**config.mk**
```make
export PLATFORM = sky130hd
export DESIGN_NAME = prio_irq_ctrl
export DESIGN_NICKNAME = d
export VERILOG_FILES = /design/src/rtl/irq_pkg.sv /design/src/rtl/irq_rst_sync.sv /design/src/rtl/irq_regs.sv /design/src/rtl/irq_arbiter.sv /design/src/rtl/irq_outreg.sv /design/src/rtl/prio_irq_ctrl.sv
export SDC_FILE = /design/constraint.sdc
export NUM_CORES = 2
export LEC_CHECK = 0
export BUFFER_PORTS_ARGS = -buffer_cell sky130_fd_sc_hd__buf_4
export CORE_ASPECT_RATIO = 1.5
export CORE_MARGIN = 2
export CORE_UTILIZATION = 64
export DETAILED_ROUTE_END_ITERATION = 12
export PLACE_DENSITY = 0.82
export REMOVE_ABC_BUFFERS = 1
export SLEW_MARGIN = 10
export SYNTH_ARGS = -nofsm -noshare
export SYNTH_HDL_FRONTEND = slang
export SYNTH_SLANG_ARGS = --single-unit
```
**constraint.sdc**
```tcl
create_clock -name clk -period 27.5 [get_ports clk]
set_clock_uncertainty 0.1 [all_clocks]
set_input_delay 5.5 -clock clk [delete_from_list [all_inputs] [get_ports clk]]
set_output_delay 5.5 -clock clk [all_outputs]
set_load 0.02 [all_outputs]
```
**src/rtl/irq_pkg.sv**
```systemverilog
package irq_pkg;
  localparam int unsigned IRQ_NSRC     = 64;
  localparam int unsigned IRQ_PRIO_W   = 8;
  localparam int unsigned IRQ_DATA_W   = 32;
  localparam int unsigned IRQ_ADDR_W   = 8;
  localparam int unsigned IRQ_VEC_W    = 8;
  localparam int unsigned IRQ_VEC_BASE = 64;
  localparam int unsigned IRQ_VEC_IDLE = 24;

  // byte offsets on the register bus
  localparam logic [7:0] OFS_PEND_HI  = 8'h00;
  localparam logic [7:0] OFS_PEND_LO  = 8'h04;
  localparam logic [7:0] OFS_MASK_HI  = 8'h08;
  localparam logic [7:0] OFS_MASK_LO  = 8'h0C;
  localparam logic [7:0] OFS_FORCE_HI = 8'h10;
  localparam logic [7:0] OFS_FORCE_LO = 8'h14;
  localparam logic [7:0] OFS_PRIO     = 8'h40;
  localparam logic [7:0] OFS_SWACK    = 8'hE0;
endpackage

```
**src/rtl/irq_rst_sync.sv**
```systemverilog
module irq_rst_sync #(
  parameter int unsigned STAGES = 2
) (
  input  logic clk,
  input  logic rst_n,
  output logic rst_sync_n
);
  logic [STAGES-1:0] chain_q;
  logic [STAGES-1:0] chain_d;

  always_comb chain_d = {chain_q[STAGES-2:0], 1'b1};

  always_ff @(posedge clk or negedge rst_n) begin
    if (!rst_n) chain_q <= '0;
    else        chain_q <= chain_d;
  end

  assign rst_sync_n = chain_q[STAGES-1];
endmodule

```
**src/rtl/irq_regs.sv**
```systemverilog
module irq_regs
  import irq_pkg::*;
#(
  parameter int unsigned N_SRC  = IRQ_NSRC,
  parameter int unsigned PRIO_W = IRQ_PRIO_W,
  parameter int unsigned DATA_W = IRQ_DATA_W,
  parameter int unsigned ADDR_W = IRQ_ADDR_W,
  parameter int unsigned VEC_W  = IRQ_VEC_W
) (
  input  logic                    clk,
  input  logic                    rst_n,
  input  logic [N_SRC-1:0]        req,
  input  logic [ADDR_W-1:0]       bus_addr,
  input  logic                    bus_we,
  input  logic                    bus_re,
  input  logic [DATA_W-1:0]       bus_wdata,
  input  logic [VEC_W-1:0]        cur_vec,
  output logic [N_SRC-1:0]        pend,
  output logic [N_SRC-1:0]        mask,
  output logic [N_SRC-1:0]        frc,
  output logic [N_SRC-1:0]        enable,
  output logic [N_SRC*PRIO_W-1:0] prio_flat,
  output logic [DATA_W-1:0]       bus_rdata,
  output logic                    bus_rvalid,
  output logic                    bus_err
);
  // the two halves of each wide register map one-to-one onto bus words
  localparam int unsigned HALF  = N_SRC / 2;
  localparam int unsigned IDX_W = $clog2(N_SRC);

  logic [N_SRC-1:0]  pend_q, pend_d;
  logic [N_SRC-1:0]  mask_q, mask_d;
  logic [PRIO_W-1:0] prio_q [N_SRC];
  logic              en_q   [N_SRC];
  logic [N_SRC-1:0]  prio_wr;

  logic              hit_prio;
  logic [IDX_W-1:0]  prio_sel;
  logic              hit_mask_hi, hit_mask_lo, hit_pend;
  logic [DATA_W-1:0] rdata_d, rdata_q;
  logic              rvalid_q, err_q, err_d;

  // ---------------- decode ----------------
  always_comb begin
    hit_prio    = (bus_addr >= ADDR_W'(OFS_PRIO)) &&
                  (bus_addr <  ADDR_W'(OFS_PRIO) + ADDR_W'(N_SRC));
    prio_sel    = IDX_W'(bus_addr - ADDR_W'(OFS_PRIO));
    hit_mask_hi = (bus_addr == ADDR_W'(OFS_MASK_HI));
    hit_mask_lo = (bus_addr == ADDR_W'(OFS_MASK_LO));
    hit_pend    = (bus_addr == ADDR_W'(OFS_PEND_HI)) ||
                  (bus_addr == ADDR_W'(OFS_PEND_LO));
  end

  // ---------------- pending and mask next state ----------------
  always_comb begin
    pend_d = req;
    mask_d = mask_q;
    if (bus_we && hit_mask_hi) mask_d[N_SRC-1:HALF] = HALF'(bus_wdata);
    if (bus_we && hit_mask_lo) mask_d[HALF-1:0]     = HALF'(bus_wdata);
  end

  always_ff @(posedge clk or negedge rst_n) begin
    if (!rst_n) begin
      pend_q <= '0;
      mask_q <= '1;
    end else begin
      pend_q <= pend_d;
      mask_q <= mask_d;
    end
  end

  // ---------------- per-source priority and enable ----------------
  for (genvar g = 0; g < N_SRC; g++) begin : g_src
    logic [PRIO_W-1:0] prio_d;
    logic              en_d;

    assign prio_wr[g] = bus_we && hit_prio && (prio_sel == IDX_W'(g));

    always_comb begin
      prio_d = prio_q[g];
      en_d   = en_q[g];
      if (prio_wr[g]) begin
        prio_d = bus_wdata[PRIO_W-1:0];
        en_d   = |bus_wdata[PRIO_W-1:0];
      end
    end

    always_ff @(posedge clk or negedge rst_n) begin
      if (!rst_n) begin
        prio_q[g] <= '0;
        en_q[g]   <= 1'b0;
      end else begin
        prio_q[g] <= prio_d;
        en_q[g]   <= en_d;
      end
    end

    assign enable[g]                       = en_q[g];
    assign prio_flat[g*PRIO_W +: PRIO_W]   = prio_q[g];
  end

  // ---------------- read path ----------------
  always_comb begin
    rdata_d = '0;
    if (hit_prio) begin
      rdata_d = DATA_W'(prio_q[prio_sel]);
    end else begin
      case (bus_addr)
        ADDR_W'(OFS_PEND_HI): rdata_d = DATA_W'(pend_q[N_SRC-1:HALF]);
        ADDR_W'(OFS_PEND_LO): rdata_d = DATA_W'(pend_q[HALF-1:0]);
        ADDR_W'(OFS_MASK_HI): rdata_d = DATA_W'(mask_q[N_SRC-1:HALF]);
        ADDR_W'(OFS_MASK_LO): rdata_d = DATA_W'(mask_q[HALF-1:0]);
        ADDR_W'(OFS_SWACK):   rdata_d = DATA_W'(cur_vec);
        default:              rdata_d = '0;
      endcase
    end
    err_d = bus_we && !(hit_prio || hit_mask_hi || hit_mask_lo || hit_pend);
  end

  always_ff @(posedge clk or negedge rst_n) begin
    if (!rst_n) begin
      rdata_q  <= '0;
      rvalid_q <= 1'b0;
      err_q    <= 1'b0;
    end else begin
      if (bus_re) rdata_q <= rdata_d;
      rvalid_q <= bus_re;
      err_q    <= err_d;
    end
  end

  assign pend       = pend_q;
  assign mask       = mask_q;
  assign frc        = '0;
  assign bus_rdata  = rdata_q;
  assign bus_rvalid = rvalid_q;
  assign bus_err    = err_q;
endmodule

```
**src/rtl/irq_arbiter.sv**
```systemverilog
module irq_arbiter
  import irq_pkg::*;
#(
  parameter int unsigned N_SRC  = IRQ_NSRC,
  parameter int unsigned PRIO_W = IRQ_PRIO_W,
  localparam int unsigned IDX_W = $clog2(N_SRC)
) (
  input  logic [N_SRC-1:0]        active,
  input  logic [N_SRC*PRIO_W-1:0] prio_flat,
  output logic                    any,
  output logic [IDX_W-1:0]        win_idx,
  output logic [PRIO_W-1:0]       win_prio
);
  // complete binary tree stored as a heap; N_SRC must be a power of two
  localparam int unsigned NODES = 2*N_SRC - 1;
  localparam int unsigned LEAF0 = N_SRC - 1;

  logic              nv [NODES];
  logic [PRIO_W-1:0] np [NODES];
  logic [IDX_W-1:0]  ni [NODES];

  for (genvar g = 0; g < N_SRC; g++) begin : g_leaf
    assign nv[LEAF0+g] = active[g];
    assign np[LEAF0+g] = prio_flat[g*PRIO_W +: PRIO_W];
    assign ni[LEAF0+g] = IDX_W'(g);
  end

  // right subtree holds the higher source numbers: it wins on equal priority
  for (genvar k = 0; k < N_SRC-1; k++) begin : g_node
    localparam int unsigned L = 2*k + 1;
    localparam int unsigned R = 2*k + 2;
    logic take_r;
    assign take_r = nv[R] && (!nv[L] || (np[R] >= np[L]));
    assign nv[k]  = nv[L] || nv[R];
    assign np[k]  = take_r ? np[R] : np[L];
    assign ni[k]  = take_r ? ni[R] : ni[L];
  end

  assign any      = nv[0];
  assign win_idx  = ni[0];
  assign win_prio = np[0];
endmodule

```
**src/rtl/irq_outreg.sv**
```systemverilog
module irq_outreg
  import irq_pkg::*;
#(
  parameter int unsigned N_SRC  = IRQ_NSRC,
  parameter int unsigned PRIO_W = IRQ_PRIO_W,
  parameter int unsigned VEC_W  = IRQ_VEC_W,
  localparam int unsigned IDX_W = $clog2(N_SRC)
) (
  input  logic              clk,
  input  logic              rst_n,
  input  logic              any,
  input  logic [IDX_W-1:0]  win_idx,
  input  logic [PRIO_W-1:0] win_prio,
  output logic [PRIO_W-1:0] level,
  output logic [VEC_W-1:0]  vector
);
  logic [PRIO_W-1:0] lvl_d, lvl_q;
  logic [VEC_W-1:0]  vec_d, vec_q;

  always_comb begin
    if (any) begin
      lvl_d = win_prio;
      vec_d = VEC_W'(IRQ_VEC_BASE) + VEC_W'(win_idx);
    end else begin
      lvl_d = '0;
      vec_d = VEC_W'(IRQ_VEC_IDLE);
    end
  end

  always_ff @(posedge clk or negedge rst_n) begin
    if (!rst_n) begin
      lvl_q <= '0;
      vec_q <= VEC_W'(IRQ_VEC_IDLE);
    end else begin
      lvl_q <= lvl_d;
      vec_q <= vec_d;
    end
  end

  assign level  = lvl_q;
  assign vector = vec_q;
endmodule

```
**src/rtl/prio_irq_ctrl.sv**
```systemverilog
module prio_irq_ctrl
  import irq_pkg::*;
#(
  parameter int unsigned N_SRC  = IRQ_NSRC,
  parameter int unsigned PRIO_W = IRQ_PRIO_W,
  parameter int unsigned DATA_W = IRQ_DATA_W,
  parameter int unsigned ADDR_W = IRQ_ADDR_W,
  parameter int unsigned VEC_W  = IRQ_VEC_W
) (
  input  logic              clk,
  input  logic              rst_n,
  input  logic [N_SRC-1:0]  irq_req,
  input  logic [ADDR_W-1:0] bus_addr,
  input  logic              bus_we,
  input  logic              bus_re,
  input  logic [DATA_W-1:0] bus_wdata,
  output logic [DATA_W-1:0] bus_rdata,
  output logic              bus_rvalid,
  output logic              bus_err,
  output logic [PRIO_W-1:0] cpu_level,
  output logic [VEC_W-1:0]  cpu_vector
);
  localparam int unsigned IDX_W = $clog2(N_SRC);

  logic                    rst_sync_n;
  logic [N_SRC-1:0]        pend, mask, frc, enable, active;
  logic [N_SRC*PRIO_W-1:0] prio_flat;
  logic                    any;
  logic [IDX_W-1:0]        win_idx;
  logic [PRIO_W-1:0]       win_prio;

  irq_rst_sync #(.STAGES(2)) u_rst (
    .clk        (clk),
    .rst_n      (rst_n),
    .rst_sync_n (rst_sync_n)
  );

  irq_regs #(
    .N_SRC(N_SRC), .PRIO_W(PRIO_W), .DATA_W(DATA_W),
    .ADDR_W(ADDR_W), .VEC_W(VEC_W)
  ) u_regs (
    .clk        (clk),
    .rst_n      (rst_sync_n),
    .req        (irq_req),
    .bus_addr   (bus_addr),
    .bus_we     (bus_we),
    .bus_re     (bus_re),
    .bus_wdata  (bus_wdata),
    .cur_vec    (cpu_vector),
    .pend       (pend),
    .mask       (mask),
    .frc        (frc),
    .enable     (enable),
    .prio_flat  (prio_flat),
    .bus_rdata  (bus_rdata),
    .bus_rvalid (bus_rvalid),
    .bus_err    (bus_err)
  );

  assign active = (pend | frc) & enable & ~mask;

  irq_arbiter #(.N_SRC(N_SRC), .PRIO_W(PRIO_W)) u_arb (
    .active    (active),
    .prio_flat (prio_flat),
    .any       (any),
    .win_idx   (win_idx),
    .win_prio  (win_prio)
  );

  irq_outreg #(.N_SRC(N_SRC), .PRIO_W(PRIO_W), .VEC_W(VEC_W)) u_out (
    .clk      (clk),
    .rst_n    (rst_sync_n),
    .any      (any),
    .win_idx  (win_idx),
    .win_prio (win_prio),
    .level    (cpu_level),
    .vector   (cpu_vector)
  );
endmodule

```
# Word-level counts from Yosys, hierarchy flattened
# Index checks and enable logic that the tools add are counted.
# Widths: inputs -> output; s select.
dict set report word_totals {
  regBits 756
  latchBits 0
  ram_bits 0
  romBits 0
  out_inout_bits 50
  elab_cells 738
  n_memories 0
}
dict set report op_classes {
  n_addsub 2
  multipliers 0
  div_mod_pow 0
  n_lt_le_gt_ge 66
  n_eq_ne 67
  n_shift 0
  mux 133
  bitwise 4
  reduce_logical 329
}
# op count
set op_table {}
lappend op_table {{$mux 8} 67}
lappend op_table {{$ge 8x8->1} 63}
lappend op_table {{$eq 6x6->1 const B} 32}
lappend op_table {{$pmux 32 s5} 1}
lappend op_table {{$logic_and 1x1->1} 132}
lappend op_table {{$logic_or 1x1->1} 130}
lappend op_table {{$and 64x64->64} 2}
lappend op_table {{$eq 6x5->1 const B} 16}
lappend op_table {{$logic_not 1->1} 64}
lappend op_table {{$not 64->64} 1}
lappend op_table {{$bmux 8 s6} 1}
lappend op_table {{$eq 6x4->1 const B} 8}
lappend op_table {{$mux 1} 32}
lappend op_table {{$mux 2} 16}
lappend op_table {{$mux 32} 1}
lappend op_table {{$eq 6x3->1 const B} 4}
lappend op_table {{$mux 3} 8}
lappend op_table {{$eq 8x4->1 const B} 2}
lappend op_table {{$mux 4} 4}
lappend op_table {{$eq 6x2->1 const B} 2}
lappend op_table {{$mux 5} 2}
lappend op_table {{$add 7x6->8 const A} 1}
lappend op_table {{$eq 8x3->1 const B} 1}
lappend op_table {{$eq 8x8->1 const B} 1}
lappend op_table {{10 further kinds} 10}

# Logic depth before layout (Yosys ltp)
dict set report logic_depth {
  ltp_word 28
  depth_mapped 73
}

# Hierarchy
# A second synthesis with hierarchy kept.
dict set report unflattened {
  hier_cells 5227
  area_unflattened_um2 54064.4
}
# module instances cells_each area_each_um2
set modules_own_cells {}
lappend modules_own_cells {irq_regs 1 2262 32297.2}
lappend modules_own_cells {irq_arbiter 1 2802 20174.3}
lappend modules_own_cells {prio_irq_ctrl 1 128 1041.0}
lappend modules_own_cells {irq_outreg 1 32 498.0}
lappend modules_own_cells {irq_rst_sync 1 3 53.8}

# Worst setup path after synthesis
# No wires, ideal clock.
dict set report synth_timing {
  path_type {register to register}
  startpoint {register u_regs.prio_q, in the netlist u_regs.prio_flat[149]}
  endpoint {register u_out.vec_q[3] (netlist: u_out.vector[3])}
  setup_time_ps 79
  arrival_time_ps 13378
  required_time_ps 27321
  path_slack_ps 13943
  path_stages_with_launch 60
  n_path_buf 3
  synth_period_minus_slack_ps 13557
  path_cell_list {dfrtp_1 inv_1 ha_1 and3_1 nand3_1 o21a_1 a21oi_1 mux2i_1 inv_1 ha_1 a21o_1 a21o_1 a211oi_1 a21oi_1 a211oi_2 mux2i_1 inv_1 ha_1 [24 not listed] a211oi_1 a21oi_1 nand2_1 mux2i_1 ha_1 a21o_1 a21o_1 a21o_1 a21o_1 a21o_1 a21o_1 a21oi_1 a21o_1 clkinv_1 a21oi_1 clkbuf_1 nand2_1 o211a_1}
}
dict set report synth_between {
  elab_chain_cells 26
  word_cells_on_any_way 31
  classes_between {add/sub (1); order compare (6); mux (12); reduce/logical (12)}
}
# item line_no
set synth_rtl {}
lappend synth_rtl {{start, declared} irq_regs.sv:33} ;# logic [PRIO_W-1:0] prio_q [N_SRC];
lappend synth_rtl {{start signal, assigned by index} irq_regs.sv:93} ;# prio_q[g] <= prio_d;
lappend synth_rtl {{$ge 8x8->1} irq_arbiter.sv:33} ;# assign take_r = nv[R] && (!nv[L] || (np[R] >= np[L]));
lappend synth_rtl {{$logic_or 1x1->1} irq_arbiter.sv:33}
lappend synth_rtl {{$logic_and 1x1->1} irq_arbiter.sv:33}
lappend synth_rtl {{$mux 8} irq_arbiter.sv:35} ;# assign np[k] = take_r ? np[R] : np[L];
lappend synth_rtl {{$ge 8x8->1} irq_arbiter.sv:33}
lappend synth_rtl {{$logic_or 1x1->1} irq_arbiter.sv:33}
lappend synth_rtl {{$logic_and 1x1->1} irq_arbiter.sv:33}
lappend synth_rtl {{$mux 8} irq_arbiter.sv:35}
lappend synth_rtl {{[11 not listed]} n/a}
lappend synth_rtl {{$mux 8} irq_arbiter.sv:35}
lappend synth_rtl {{$ge 8x8->1} irq_arbiter.sv:33}
lappend synth_rtl {{$logic_or 1x1->1} irq_arbiter.sv:33}
lappend synth_rtl {{$logic_and 1x1->1} irq_arbiter.sv:33}
lappend synth_rtl {{$mux 6 (*)} irq_arbiter.sv:36} ;# assign ni[k] = take_r ? ni[R] : ni[L];
lappend synth_rtl {{$add 7x6->8 (*)} irq_outreg.sv:23} ;# vec_d = VEC_W'(IRQ_VEC_BASE) + VEC_W'(win_idx);
lappend synth_rtl {{$mux 8 (*)} irq_outreg.sv:21} ;# if (any) begin
lappend synth_rtl {{via u_out.vec_d[3]} irq_outreg.sv:18} ;# logic [VEC_W-1:0] vec_d, vec_q;
lappend synth_rtl {{end signal, assigned} irq_outreg.sv:33} ;# vec_q <= VEC_W'(IRQ_VEC_IDLE);
lappend synth_rtl {{end signal, assigned} irq_outreg.sv:36} ;# vec_q <= vec_d;
lappend synth_rtl {{end, declared} irq_outreg.sv:18}
# Mark *: on every way through the listed nets, which the timed path passes. The rest lies on a longest branch.
# A chain may end at the register's enable or synchronous reset.

# Final worst setup path
dict set report layout_timing {
  startpoint {register u_regs.prio_q, in the netlist u_regs.prio_flat[376]}
  endpoint {register u_out.lvl_q[6] (netlist: u_out.level[6])}
}
dict set report layout_between {
  elab_chain_cells 25
}
# item line_no
set layout_rtl {}
lappend layout_rtl {{$ge 8x8->1} irq_arbiter.sv:33}
lappend layout_rtl {{$logic_or 1x1->1} irq_arbiter.sv:33}
lappend layout_rtl {{$logic_and 1x1->1} irq_arbiter.sv:33}
lappend layout_rtl {{$mux 8 (*)} irq_arbiter.sv:35}
lappend layout_rtl {{$ge 8x8->1} irq_arbiter.sv:33}
lappend layout_rtl {{$logic_or 1x1->1} irq_arbiter.sv:33}
lappend layout_rtl {{$logic_and 1x1->1} irq_arbiter.sv:33}
lappend layout_rtl {{$mux 8 (*)} irq_arbiter.sv:35}
lappend layout_rtl {{[10 not listed]} n/a}
lappend layout_rtl {{$logic_and 1x1->1} irq_arbiter.sv:33}
lappend layout_rtl {{$mux 8 (*)} irq_arbiter.sv:35}
lappend layout_rtl {{$ge 8x8->1} irq_arbiter.sv:33}
lappend layout_rtl {{$logic_or 1x1->1} irq_arbiter.sv:33}
lappend layout_rtl {{$logic_and 1x1->1} irq_arbiter.sv:33}
lappend layout_rtl {{$mux 8 (*)} irq_arbiter.sv:35}
lappend layout_rtl {{$mux 8 (*)} irq_outreg.sv:21}
lappend layout_rtl {{via u_out.lvl_d[6]} irq_outreg.sv:17} ;# logic [PRIO_W-1:0] lvl_d, lvl_q;
lappend layout_rtl {{end signal, assigned} irq_outreg.sv:35} ;# lvl_q <= lvl_d;
lappend layout_rtl {{end, declared} irq_outreg.sv:17}
# Marked as above.

==> results.toml <==
[setup_path]
critical_path_class = "reg -> reg"
cp_max_fo = 21
start_kind = "register"
crit_path_end_kind = "register"
slowest_delay_ns = 0.88
crit_slowest_cell = "o31ai_2"
crit_arrival_ns = 16.45
path_common_cell = "a21o_1"
required_ns = 27.98

[synth]
post_synth_inst_count = 5042
yosysWarningCount = 0
avgSynthCellArea_um2 = 10.32
synth_area_leaders = "dfrtp_1, ha_1, mux2_2"
synth_cell_types = 95
synth_ff_type = "dfrtp_1"
yosysSeqAreaShare_pct = 36.47
ys_seq_elements = 755
synthArstFlopShare_pct = 100.0
synth_largest_area_cell = "dfrtp_1"
synth_edf_count = 0
synth_top_area_share_pct = 33.13
netlist_area_um2 = 52040

[floorplan]
fp.dieW_um = 236.8
dieArea_um2 = 83650
start_util_pct = 64.34
io_pins = 158
die_h_um = 353.2
core_area_um2 = 80880
num_rows = 128

[power]
seqPwrFrac_pct = 37.4
power_frac_clock_pct = 33.8
p_leak_nw = 27.70
power_frac_comb_pct = 28.9
power_density_nw_per_um2 = 59.57
swShare_pct = 33.85
vdd.ir_drop.worst_uv = 71.21
p_sw_w = 0.001149
internal_power_w = 0.002246

[global_route]
grt_pass1_vias = 43060
globalRouteTotalUtil_pct = 40.00
grt_remaining_overflow = 0
grt_pass1_wl_um = 254200
grt_max_degree = 177
antenna_found_initial = 5

[finish]
area_delta_synth_final_pct = 9.534
register_area_um2 = 18980
final_nets = 5722
nFillCells = 5895
multi_input_area_um2 = 30650
fin_cells = 6223
drive_gt1_share_pct = 22.08

[route]
wl_met2_um = 77350
drtIter0Drc = 3655
route.final.wire_length_um = 166700
drc = 0
vias_per_cell = 6.818
firstDrtPassIters = 5
wl_met1_um = 59840
post_drt_wl_per_cell_um = 26.78
routed-wl-met3_um = 13900
vias = 42430
top_layer = "met5"
ant_nets = 0

[placement]
portBuffers = 156
gp_congestion = 1.011
dp_hpwl_um = 122600
dp.cells = 6084

[sta]
slew_headroom_pct = 13.26
setup_viol = 0
timing.hold.ws_ns = 0.2575
rsz0062_at_grt = "false"
worst_slew_pin_slew_ns = 1.296
slew_viol_final = 0
fin_crit_ns = 15.97
finalCritPeriodShare_pct = 58.08
hold_viol = 0
finalSetupTns_ns = 0
fmax_mhz = 62.61

[clock_network]
cts_buffers = 77
clk_pin_slew_ns = 0.07
cts_sinks = 755
cts_hold_buf = 0
worstSkewPairLatency_ns = 0.68
cts_tree = "built"
clockBufferDepth = 3
cts_htree_levels = 3
cts_root_buffer = "clkbuf_16"
postCtsSetupBuffers = 0
cts_resized = 0

[job]
maxCapViolCount = 0

[worst_hold_path]
hp-class = "reg -> reg"

[outcome]
status = "complete, no violations"
sequential cells by signal (all words and copies together), names as in the netlist:
signal,flops
u_regs.bus_rvalid,1
u_out.level,8
u_regs.prio_flat,512
u_regs.bus_err,1
u_regs.enable,64
u_out.vector,7
u_rst.chain_q,2
u_regs.pend,64
u_regs.mask,64
u_regs.bus_rdata,32
cells by family (layout without fill, tap and decap cells):
group,count (synthesis),count (layout),synth area share [%]
AOI/OAI and AO/OA,1113,1113,13.80
adders and majority gates,493,493,11.85
other,2,4,0.01443
buffers and inverters,661,800,4.809
and+or+nand+nor,1096,1096,10.05
DFF,755,755,36.47
muxes,922,922,23.01
placed cells by master (no fill, tap or decap), types with 101 or more instances in the layout:
cell     count
mux2i_1    242
nor2_1     269
dfrtp_1    688
inv_1      435
o21ai_0    306
nand2_1    399
a21oi_1    270
a21o_1     101
mux4_2     168
buf_4      224
mux2_2     510
ha_1       491
worst max-delay path, delay by kind of cell (launching register included):
kind                       cells  cell delay, ns
AOI/OAI and AO/OA             44           10.51
adders and majority gates      6            1.72
buffers and inverters          5            0.91
DFF                            1            0.38
muxes                          3            0.96
and+or+nand+nor                9            1.28
Yosys cell counts, drive strengths merged (33+ instances only):
cell type and instances:
clkbuf 165, nand3 64, buf 60, a21o 101, nand2b 68, mux2 512, dfrtp 689, a21oi 272
ha 491, dfstp 66, mux2i 242, a211oi 49, nand3b 49, a31oi 34, nor3 43, inv 435
nor2 275, a221oi 33, nand2 401, o21ai 315, o21a 34, mux4 168
routing by layer:
layer	vias up	track usage, %
met3	714	8.317
met4	4	32.14
met1	20970	46.31
met5	-	0
met2	2126	64.52
li1	18620	-
power by group through the flow:
stage	Sequential [W]	Combinational [W]	Clock, W
2_1_floorplan	0.00128	0.000626	0
3_3_place_gp	0.00128	0.000936	0
3_5_place_dp	0.00128	0.000952	0
4_1_cts	0.00126	0.000961	0.00115
5_1_grt	0.00127	0.00107	0.00120
6_report	0.00127	0.000980	0.00115
cell type report:
cell class | count | share of cell area [%]
tap | 1040 | 2.283
sequential | 755 | 33.30
timing repair buffer | 227 | 3.029
inverter | 436 | 2.871
clock inverter | 32 | 0.8715
multi-input combinational | 3626 | 53.77
clock buffer | 105 | 3.863
antenna | 2 | 0.008781
stage by stage:
stage	setup slack, ns	utilization (%)	area (µm²)	power, W
after detailed placement	11.45	67.13	54290	0.002235
final	11.53	70.47	57000	0.003395
after CTS	11.25	70.46	56990	0.003375
after global routing	10.44	70.47	56990	0.003545
after global placement	11.61	67.13	54290	0.002216
after floorplan	4.912	-	51170	0.001902
final timing paths:
path                                       start               endpoint  slack [ns]  depth (start not counted)
setup / recovery           u_regs.prio_flat[376]         u_out.level[6]       11.53                         67
hold / removal                  u_rst.chain_q[0]       u_rst.chain_q[1]        0.26                          0
setup reg to reg           u_regs.prio_flat[376]         u_out.level[6]       11.53                         67
hold reg to reg                 u_rst.chain_q[0]       u_rst.chain_q[1]        0.26                          0
max in group asynchronous                  rst_n       u_rst.chain_q[1]       22.68                          1
min in group asynchronous       u_rst.chain_q[1]  u_regs.prio_flat[497]        0.34                          0
Note: power is estimated with default switching activity, not from simulation.
